**src/rtl/fbuf_pkg.sv**
```systemverilog
package fbuf_pkg;
    typedef enum logic [1:0] {
        RD_BYPASS  = 2'd0,
        RD_PREFILL = 2'd1,
        RD_STREAM  = 2'd2
    } rd_state_t;

    typedef enum logic [1:0] {
        WR_IDLE = 2'd0,
        WR_TAKE = 2'd1,
        WR_DROP = 2'd2
    } wr_state_t;
endpackage

```
**src/rtl/fbuf_mem.sv**
```systemverilog
// Generic two-bank byte store; one write and one registered read per cycle.
module fbuf_mem #(
    parameter int DEPTH = 256,
    parameter int DW    = 8,
    localparam int AW   = $clog2(DEPTH),
    localparam int HALF = DEPTH / 2
) (
    input  logic          clk,
    input  logic          we,
    input  logic [AW-1:0] waddr,
    input  logic [DW-1:0] wdata,
    input  logic [AW-1:0] raddr,
    output logic [DW-1:0] rdata
);
    logic sel_q;

    for (genvar b = 0; b < 2; b++) begin : g_bank
        logic [DW-1:0] cells [HALF];
        logic [DW-1:0] q_r;
        always_ff @(posedge clk) begin
            if (we && (waddr[AW-1] == 1'(b))) begin
                cells[waddr[AW-2:0]] <= wdata;
            end
            q_r <= cells[raddr[AW-2:0]];
        end
    end

    always_ff @(posedge clk) begin
        sel_q <= raddr[AW-1];
    end

    assign rdata = sel_q ? g_bank[1].q_r : g_bank[0].q_r;
endmodule

```
**src/rtl/fbuf_wr_fsm.sv**
```systemverilog
// Block admission: whole block taken or whole block dropped (BLK >= 2).
module fbuf_wr_fsm
    import fbuf_pkg::*;
#(
    parameter int BLK   = 16,
    parameter int CNT_W = 9,
    localparam int BC_W = $clog2(BLK)
) (
    input  logic             clk,
    input  logic             rst_n,
    input  logic             clr,
    input  logic             wr_en,
    input  logic             wr_first,
    input  logic [CNT_W-1:0] free,
    output logic             wr_do,
    output logic             ovf_set
);
    wr_state_t st, st_nxt;
    logic [BC_W-1:0] bc;
    logic last_byte;

    assign last_byte = (bc == BC_W'(BLK - 1));

    always_ff @(posedge clk) begin
        if (!rst_n || clr) begin
            st <= WR_IDLE;
            bc <= '0;
        end else begin
            st <= st_nxt;
            if (st == WR_IDLE) begin
                bc <= (wr_en && wr_first) ? BC_W'(1) : '0;
            end else if (wr_en) begin
                bc <= last_byte ? '0 : bc + BC_W'(1);
            end
        end
    end

    always_comb begin
        st_nxt  = st;
        wr_do   = 1'b0;
        ovf_set = 1'b0;
        unique case (st)
            WR_IDLE: begin
                if (wr_en && wr_first) begin
                    if (free >= CNT_W'(BLK)) begin
                        wr_do  = 1'b1;
                        st_nxt = WR_TAKE;
                    end else begin
                        ovf_set = 1'b1;
                        st_nxt  = WR_DROP;
                    end
                end
            end
            WR_TAKE: begin
                if (wr_en) begin
                    wr_do = 1'b1;
                    if (last_byte) st_nxt = WR_IDLE;
                end
            end
            WR_DROP: begin
                if (wr_en && last_byte) st_nxt = WR_IDLE;
            end
            default: st_nxt = WR_IDLE;
        endcase
    end
endmodule

```
**src/rtl/fbuf_rd_fsm.sv**
```systemverilog
// Read gating: prefill level before streaming, stream until drained.
module fbuf_rd_fsm
    import fbuf_pkg::*;
#(
    parameter int CAP       = 256,
    parameter int CNT_W     = 9,
    localparam int FILL_LVL = (CAP * 3) / 4
) (
    input  logic             clk,
    input  logic             rst_n,
    input  logic             clr,
    input  logic             buf_en,
    input  logic             sync_mode,
    input  logic             rd_req,
    input  logic [CNT_W-1:0] count,
    output logic             rd_go,
    output rd_state_t        st
);
    rd_state_t st_nxt;
    logic [CNT_W-1:0] thr;

    assign thr = sync_mode ? CNT_W'(1) : CNT_W'(FILL_LVL);

    always_ff @(posedge clk) begin
        if (!rst_n) st <= RD_BYPASS;
        else        st <= st_nxt;
    end

    always_comb begin
        st_nxt = st;
        unique case (st)
            RD_BYPASS:  if (buf_en) st_nxt = RD_PREFILL;
            RD_PREFILL: begin
                if (!buf_en)           st_nxt = RD_BYPASS;
                else if (count >= thr) st_nxt = RD_STREAM;
            end
            RD_STREAM: begin
                if (!buf_en)            st_nxt = RD_BYPASS;
                else if (clr)           st_nxt = RD_PREFILL;
                else if (count == '0)   st_nxt = RD_PREFILL;
            end
            default: st_nxt = RD_BYPASS;
        endcase
    end

    always_comb begin
        rd_go = (st == RD_STREAM) && buf_en && !clr && rd_req && (count != '0);
    end
endmodule

```
**src/rtl/fbuf_wdog.sv**
```systemverilog
// No-output watchdog: prescaled tick counter, one-cycle registered fire.
module fbuf_wdog #(
    parameter int TICK_DIV = 64,
    parameter int WD_TICKS = 16,
    localparam int PRE_W   = $clog2(TICK_DIV),
    localparam int TK_W    = $clog2(WD_TICKS)
) (
    input  logic clk,
    input  logic rst_n,
    input  logic run,
    input  logic activity,
    output logic fire
);
    logic [PRE_W-1:0] pre;
    logic [TK_W-1:0]  tk;
    logic tick, expire;

    assign tick   = (pre == PRE_W'(TICK_DIV - 1));
    assign expire = tick && (tk == TK_W'(WD_TICKS - 1));

    always_ff @(posedge clk) begin
        if (!rst_n || !run || activity) begin
            pre  <= '0;
            tk   <= '0;
            fire <= 1'b0;
        end else begin
            pre  <= tick ? '0 : pre + PRE_W'(1);
            if (tick) tk <= expire ? '0 : tk + TK_W'(1);
            fire <= expire;
        end
    end
endmodule

```
**src/rtl/fbuf_ctrl.sv**
```systemverilog
// Prefilling frame buffer controller (top).
// Real deployment: CAP = 262144, BLK = 512, timeout sized for 40 s.
module fbuf_ctrl
    import fbuf_pkg::*;
#(
    parameter int CAP      = 256,
    parameter int BLK      = 16,
    parameter int TICK_DIV = 64,
    parameter int WD_TICKS = 16,
    localparam int AW      = $clog2(CAP),
    localparam int CNT_W   = AW + 1
) (
    input  logic       clk,
    input  logic       rst_n,
    input  logic       buf_en,
    input  logic       sync_mode,
    input  logic       wr_en,
    input  logic       wr_first,
    input  logic [7:0] wr_data,
    input  logic       rd_req,
    output logic       rd_valid,
    output logic [7:0] rd_data,
    output logic [6:0] fill_pct,
    output logic       overflow,
    output logic       flush_req
);
    logic [AW-1:0]    wr_ptr, rd_ptr;
    logic [CNT_W-1:0] count, free;
    logic             flush, wr_do, ovf_set, wr_commit, rd_go;
    logic             byp_q;
    logic [7:0]       byp_data, mem_q;
    rd_state_t        rd_st;

    assign flush     = flush_req || !buf_en;
    assign free      = CNT_W'(CAP) - count;
    assign wr_commit = wr_do && !flush;

    fbuf_wr_fsm #(.BLK(BLK), .CNT_W(CNT_W)) u_wr (
        .clk(clk), .rst_n(rst_n), .clr(flush),
        .wr_en(wr_en), .wr_first(wr_first), .free(free),
        .wr_do(wr_do), .ovf_set(ovf_set)
    );

    fbuf_rd_fsm #(.CAP(CAP), .CNT_W(CNT_W)) u_rd (
        .clk(clk), .rst_n(rst_n), .clr(flush_req),
        .buf_en(buf_en), .sync_mode(sync_mode), .rd_req(rd_req),
        .count(count), .rd_go(rd_go), .st(rd_st)
    );

    fbuf_wdog #(.TICK_DIV(TICK_DIV), .WD_TICKS(WD_TICKS)) u_wd (
        .clk(clk), .rst_n(rst_n), .run(buf_en),
        .activity(rd_valid), .fire(flush_req)
    );

    fbuf_mem #(.DEPTH(CAP), .DW(8)) u_mem (
        .clk(clk), .we(wr_commit), .waddr(wr_ptr), .wdata(wr_data),
        .raddr(rd_ptr), .rdata(mem_q)
    );

    always_ff @(posedge clk) begin
        if (!rst_n || flush) begin
            wr_ptr   <= '0;
            rd_ptr   <= '0;
            count    <= '0;
            overflow <= 1'b0;
        end else begin
            if (wr_commit) wr_ptr <= wr_ptr + AW'(1);
            if (rd_go)     rd_ptr <= rd_ptr + AW'(1);
            count <= count + CNT_W'(wr_commit) - CNT_W'(rd_go);
            if (ovf_set) overflow <= 1'b1;
        end
    end

    always_ff @(posedge clk) begin
        if (!rst_n) begin
            rd_valid <= 1'b0;
            byp_q    <= 1'b0;
            byp_data <= '0;
        end else begin
            byp_q    <= !buf_en;
            byp_data <= wr_data;
            rd_valid <= buf_en ? rd_go : wr_en;
        end
    end

    assign rd_data  = byp_q ? byp_data : mem_q;
    assign fill_pct = 7'((32'(count) * 32'd100) / 32'(CAP));
endmodule

```
**config.mk**
```make
export PLATFORM = sky130hd
export DESIGN_NAME = fbuf_ctrl
export DESIGN_NICKNAME = d
export VERILOG_FILES = /design/src/rtl/fbuf_pkg.sv /design/src/rtl/fbuf_mem.sv /design/src/rtl/fbuf_wr_fsm.sv /design/src/rtl/fbuf_rd_fsm.sv /design/src/rtl/fbuf_wdog.sv /design/src/rtl/fbuf_ctrl.sv
export SDC_FILE = /design/constraint.sdc
export NUM_CORES = 2
export LEC_CHECK = 0
export BUFFER_PORTS_ARGS = -buffer_cell sky130_fd_sc_hd__buf_2
export CAP_MARGIN = 20
export CORE_MARGIN = 2
export CORE_UTILIZATION = 54
export CTS_CLUSTER_SIZE = 16
export DETAILED_ROUTE_END_ITERATION = 10
export PLACE_DENSITY_LB_ADDON = 0.05
export RECOVER_POWER = 100
export SYNTH_ARGS = -nofsm -noshare
export SYNTH_HDL_FRONTEND = slang
export SYNTH_SLANG_ARGS = --single-unit
```
**constraint.sdc**
```tcl
create_clock -name clk -period 7.2 [get_ports clk]
set_input_delay 0.36 -clock clk [delete_from_list [all_inputs] [get_ports clk]]
set_output_delay 0.36 -clock clk [all_outputs]
set_load 0.005 [all_outputs]
```
Yosys cells after proc, flatten, opt, wreduce, memory -nomap -nowiden --
Memory sizes are Yosys's and may differ from the RTL's. A register that Yosys moved wholly into a read port is not among the register bits. Cells that the tools add are included.
Word-level totals: register bits after elaboration 56, RAM bits 2048, memories kept 2, logic and storage cells 101, latch bits 0, input bits 15, ROM bits 0
Cells by class: order comparisons 2, add/subtract/negate cells 8, bitwise gates (word level) 1, shift operators 0, $mul 1, div/mod/pow operators 0, equality and inequality tests 14, multiplexer cells 33, reduce and logical (&&, ||, !) cells 26
Memory list:
- u_mem.g_bank[0].cells | words 128, bits a word 8, rd ports 1, clocked after memory_dff 1, write ports 1, RTL line fbuf_mem.sv:18 | logic [DW-1:0] cells [HALF];
- u_mem.g_bank[1].cells | words 128, bits a word 8, rd ports 1, clocked after memory_dff 1, write ports 1, RTL line fbuf_mem.sv:18
Operators by type and width (count):
- $mux W8 | 3
- $mux W2 | 11
- $add A8 B1 Y8 const B | 2
- $mux W4 | 4
- $mul A9 B5 Y13 const B | 1
- $mux W1 | 12
- $pmux W2 S3 | 2
- $logic_and A1 B1 Y1 | 10
- $add A9 B1 Y9 | 1
- $ge A9 B5 Y1 const B | 1
- $ge A9 B9 Y1 | 1
- $logic_not A9 Y1 | 1
- $reduce_bool A9 Y1 | 1
- $sub A9 B1 Y9 | 1
- $sub A9 B9 Y9 const A | 1
- $add A4 B1 Y4 const B | 2
- $eq A4 B4 Y1 const B | 2
- $add A6 B1 Y6 const B | 1
- $eq A6 B6 Y1 const B | 1
- $ne A2 B2 Y1 const B | 3
- $eq A2 B1 Y1 const B | 2
- $eq A2 B2 Y1 const B | 2
- $logic_not A1 Y1 | 4
- $logic_not A2 Y1 | 2
- 10 further kinds | 14

Logic depth before layout (Yosys ltp) --
depth after elaboration 9, gate-level depth with buffers 21

Hierarchy --
From an unflattened synthesis, not the netlist that was laid out.
Unflattened totals: cell total of the unflattened synthesis 3631, area, all modules 82690.6 µm²
Modules (own cells, without submodules):
- fbuf_mem | instances 1, seq. area each 61839.3 µm², area an instance 79185.9 µm², cells each 3247
- fbuf_ctrl | instances 1, seq. area each 720.7 µm², area an instance 2503.7 µm², cells each 267
- fbuf_wdog | instances 1, seq. area each 220.2 µm², area an instance 470.5 µm², cells each 51
- fbuf_wr_fsm | instances 1, seq. area each 120.1 µm², area an instance 330.3 µm², cells each 42
- fbuf_rd_fsm | instances 1, seq. area each 40.0 µm², area an instance 200.2 µm², cells each 24

Worst setup path after synthesis --
Ideal clock, no wire load.
path type reg2reg, start reg count[4], end reg count[8], path buffers 1, library setup time 128 ps, period minus slack after synthesis 3776 ps, arrival 3649 ps, stages on the path, launching flop included 21, setup slack 3424 ps, path through dfxtp_1 inv_1 ha_1 and4_1 ha_1 a31oi_1 o21a_1 inv_2 buf_2 ha_1 inv_1 ha_1 inv_1 fa_1 o21bai_1 a21oi_1 o21bai_1 a21oi_1 o31ai_1 xnor2_1 nor2_1
On the way: word-level cells in the longest chain between the ends 8
Ends and longest elaborated chain:
- start: declaration | RTL line fbuf_ctrl.sv:28 | logic [CNT_W-1:0] count, free;
- start signal: assignment | RTL line fbuf_ctrl.sv:69 | count <= count + CNT_W'(wr_commit) - CNT_W'(rd_go);
- $sub A9 B9 Y9 | RTL line fbuf_ctrl.sv:35 | assign free = CNT_W'(CAP) - count;
- $ge A9 B5 Y1 | RTL line fbuf_wr_fsm.sv:45 | if (free >= CNT_W'(BLK)) begin
- $mux W1 | RTL line fbuf_wr_fsm.sv:45
- $mux W1 | RTL line fbuf_wr_fsm.sv:44 | if (wr_en && wr_first) begin
- $pmux W1 S2 | RTL line fbuf_wr_fsm.sv:42 | unique case (st)
- $logic_and A1 B1 Y1 | RTL line fbuf_ctrl.sv:36 | assign wr_commit = wr_do && !flush;
- $add A9 B1 Y9 | RTL line fbuf_ctrl.sv:69
- $sub A9 B1 Y9 * | RTL line fbuf_ctrl.sv:69
Every way passes the cells marked *; elsewhere a longest branch is shown, timed or not. A chain may end at the register's enable or synchronous reset.

==> results.py <==
metrics = {
    "pwr": {
        "p_per_area_mw_per_mm2": 267,
        "p_leak_nw": 27.5,
        "ir_drop_mv": 0.288,
    },
    "route": {
        "routedWlPerCell_um": 33.0,
        "viasPerCell": 6.47,
        "drcViolationCount": 0,
        "ant_nets": 0,
        "first_pass_iters": 6,
        "wl_um": 208000,
        "num_vias": 40700,
        "initialDrtViolationCount": 5135,
    },
    "clock_tree": {
        "insertion_delay_ns": 0.84,
        "clkSinkCount": 2120,
        "cts-buffers-inserted": 209,
        "htree_num_levels": 4,
        "cts_resized": 0,
        "clockBufferDepth": 3,
        "clk_pin_slew_worst_paths_ns": 0.06,
        "post_cts_buffers": 0,
        "cts-root-buf": "clkbuf_16",
        "cts_tree": "done",
    },
    "setup_path": {
        "end_kind": "register",
        "crit_arrival_ns": 6.37,
        "cp_max_fo": 43,
        "r2r_slack_ns": 1.54,
        "rr_endpoint": "u_mem.g_bank[0].q_r[0]",
        "crit_path_start": "rd_ptr[0]",
        "worstSetupPathType": "reg -> reg",
        "rr_worst_depth": 8,
        "crit_path_end": "u_mem.g_bank[0].q_r[0]",
        "crit_required_ns": 7.92,
        "r2r-start": "rd_ptr[0]",
        "start_kind": "register",
    },
    "final_layout": {
        "final_common_cell": "edfxtp_1",
        "multi_input_area_sq_mm": 0.0191,
        "fillCellCount": 10800,
        "stdcell_area_sq_mm": 0.0925,
        "instances_no_fill": 6300,
        "nNetsFinal": 4148,
        "final_cell_mix": "2048 x edfxtp_1, 553 x mux4_2, 325 x nor2_1",
        "layout.area.seq_sq_mm": 0.0630,
        "drive_gt1_share_pct": 22.6,
        "synthToLayoutAreaGrowth_pct": 10.8,
    },
    "place": {
        "hpwlAfterDp_um": 124000,
        "place_ws_ns": 2.32,
        "dp_cells": 5900,
        "placed_cell_area_sq_mm": 0.0858,
        "numPortBuffers": 32,
        "place.gp.congestion": 0.846,
    },
    "job": {
        "drv_cap": 27,
    },
    "yosys": {
        "synth_area_leaders": "edfxtp_1 74%, mux4_2 15%, dfxtp_1 1.7%, nor2_1 1.5%, mux2i_1 1.4%",
        "synth_top_area_share_pct": 73.7,
        "synth_nets": 4062,
        "synth_area_per_cell_sq_um": 20.9,
        "synth_edf_count": 2048,
        "synth_area_sq_mm": 0.0835,
        "synth-seq-cells": 2120,
        "synth.largest_area_cell": "edfxtp_1",
        "ys_types": 64,
        "syn_inst": 3989,
        "synth_compound_area_share_pct": 1.92,
        "ys_seq_area_share_pct": 75.4,
        "yosys_warnings": 0,
        "synth-xor-area-share_pct": 0.325,
        "synth.area.mux_share_pct": 16.7,
        "synthAdderAreaFrac_pct": 0.905,
        "async_reset_ff_share_pct": 0,
        "synth-simple-area-share_pct": 3.00,
        "synth_top_family_by_area": "multiplexers",
        "ys.flop_type": "edfxtp_1",
    },
    "floorplan": {
        "die_w_um": 397,
        "rows": 144,
        "fp.coreArea_sq_mm": 0.154,
        "die_h_um": 397,
        "die-area_sq_mm": 0.158,
        "io_pins": 33,
        "start_util_pct": 54.3,
    },
    "sta": {
        "relSlewSlack_pct": -301,
        "rsz0062_at_grt": "no",
        "tns_ns": 0,
        "layout_setup_ws_ns": 1.54,
        "setup_viol": 0,
        "worst_slew_pin_slew_ns": 6.01,
        "clock.fmax_mhz": 177,
        "hold_viol": 0,
        "slew_viol_final": 1195,
        "finalClockSkew_ns": 0.0239,
        "post-route-period-util_pct": 78.6,
        "period_needed_ns": 5.66,
    },
    "status": {
        "violations": "capacitance limit, slew limit",
        "status": "complete, but fails checks",
    },
    "global_route": {
        "grt_use_total_pct": 26.7,
        "overflow": 0,
        "grt_pass1_vias": 41300,
        "antenna_found_initial": 3,
        "grt_max_degree": 174,
        "grt_pass1_wl_um": 301000,
    },
    "hold_path": {
        "hold_class": "in -> reg",
        "min_from": "sync_mode",
    },
}
## worst max-delay path, cell delays in order (launching register included)
cell	delay, ns
dfxtp_1	2.00
clkbuf_2	1.43
mux4_2	0.66
nor2b_1	0.17
a211oi_1	0.51
a21oi_1	0.20
mux2i_1	0.20
o22ai_1	0.11
o21a_1	0.25
## sequential cells by signal, indices dropped and copies added (netlist names)
signal	count
byp_data	8
byp_q	1
count	9
overflow	1
rd_ptr	8
rd_valid	1
u_mem.g_bank.cells	2048
u_mem.g_bank.q_r	16
u_mem.sel_q	1
u_rd.st	2
u_wd.fire	1
u_wd.pre	6
u_wd.tk	4
u_wr.bc	4
u_wr.st	2
wr_ptr	8
## cells by family (layout without fill, tap and decap cells)
logic type | count (synthesis) | count (layout)
compound gates | 245 | 245
xor+xnor | 31 | 31
fa+ha+maj | 58 | 58
buf+inv | 273 | 539
flops | 2120 | 2120
mux | 702 | 702
other cells | 0 | 1
simple gates | 560 | 560
## power breakdown
part,switching [mW],leakage (nW),total [mW],internal [mW]
combinational,0.290,5.18,0.346,0.0568
clock,4.57,3.32,10.8,6.25
sequential,0.00894,19.0,13.6,13.5
total,4.87,27.5,24.7,19.9
## cells in the mapped netlist, drive strengths merged (16+ instances only)
| cell | instances |
|---|---|
| edfxtp | 2048 |
| mux4 | 553 |
| nor2 | 325 |
| buf | 150 |
| mux2i | 118 |
| clkbuf | 83 |
| dfxtp | 72 |
| a21oi | 70 |
| nand2 | 65 |
| ha | 54 |
| inv | 39 |
| o21ai | 39 |
| nor2b | 37 |
| a211oi | 32 |
| mux2 | 31 |
| nand3 | 28 |
| xnor2 | 21 |
| o22ai | 18 |
| nor3 | 17 |
| nand4 | 16 |
## final cells by class
class                      count  share of cell area, %
timing repair buffer         108                  0.990
clock inverter               130                   1.36
multi-input combinational   1596                   20.7
clock buffer                 261                   6.00
tap                         2044                   2.76
sequential                  2120                   68.1
antenna                        1                0.00270
inverter                      40                  0.162
## worst min-delay path by stage
stage | end | slack, ns | cells past startpoint
5_1_grt | u_rd.st[1] | 0.18 | 5
2_1_floorplan | u_mem.sel_q | 0.35 | 0
4_1_cts | rd_ptr[0] | 0.07 | 4
3_3_place_gp | u_mem.sel_q | 0.35 | 0
3_5_place_dp | u_mem.sel_q | 0.37 | 0
6_report | u_rd.st[1] | 0.16 | 5
## metrics by stage
stage          hold slack [ns]  total power [mW]  util [%]
2_1_floorplan            0.349              13.9         -
3_3_place_gp             0.354              14.1      55.7
3_5_place_dp             0.365              14.2      55.8
4_1_cts                 0.0688              24.9      60.2
5_1_grt                  0.182              25.4      60.1
6_report                 0.158              24.7      60.1
## metal layers
metal	global-route usage, %	vias up	wire, um
met3	5.68	286	18700
met5	0	-	0
met4	6.67	0	4660
li1	-	16700	-
met1	39.8	21800	86800
met2	40.9	1972	97800
## timing repair
action                                  CTS  global route
endpoints found under the setup margin    0             0
endpoints found under the hold margin    20             0
hold buffers                              7             0
No activity file was read; power rests on OpenSTA's default activity.
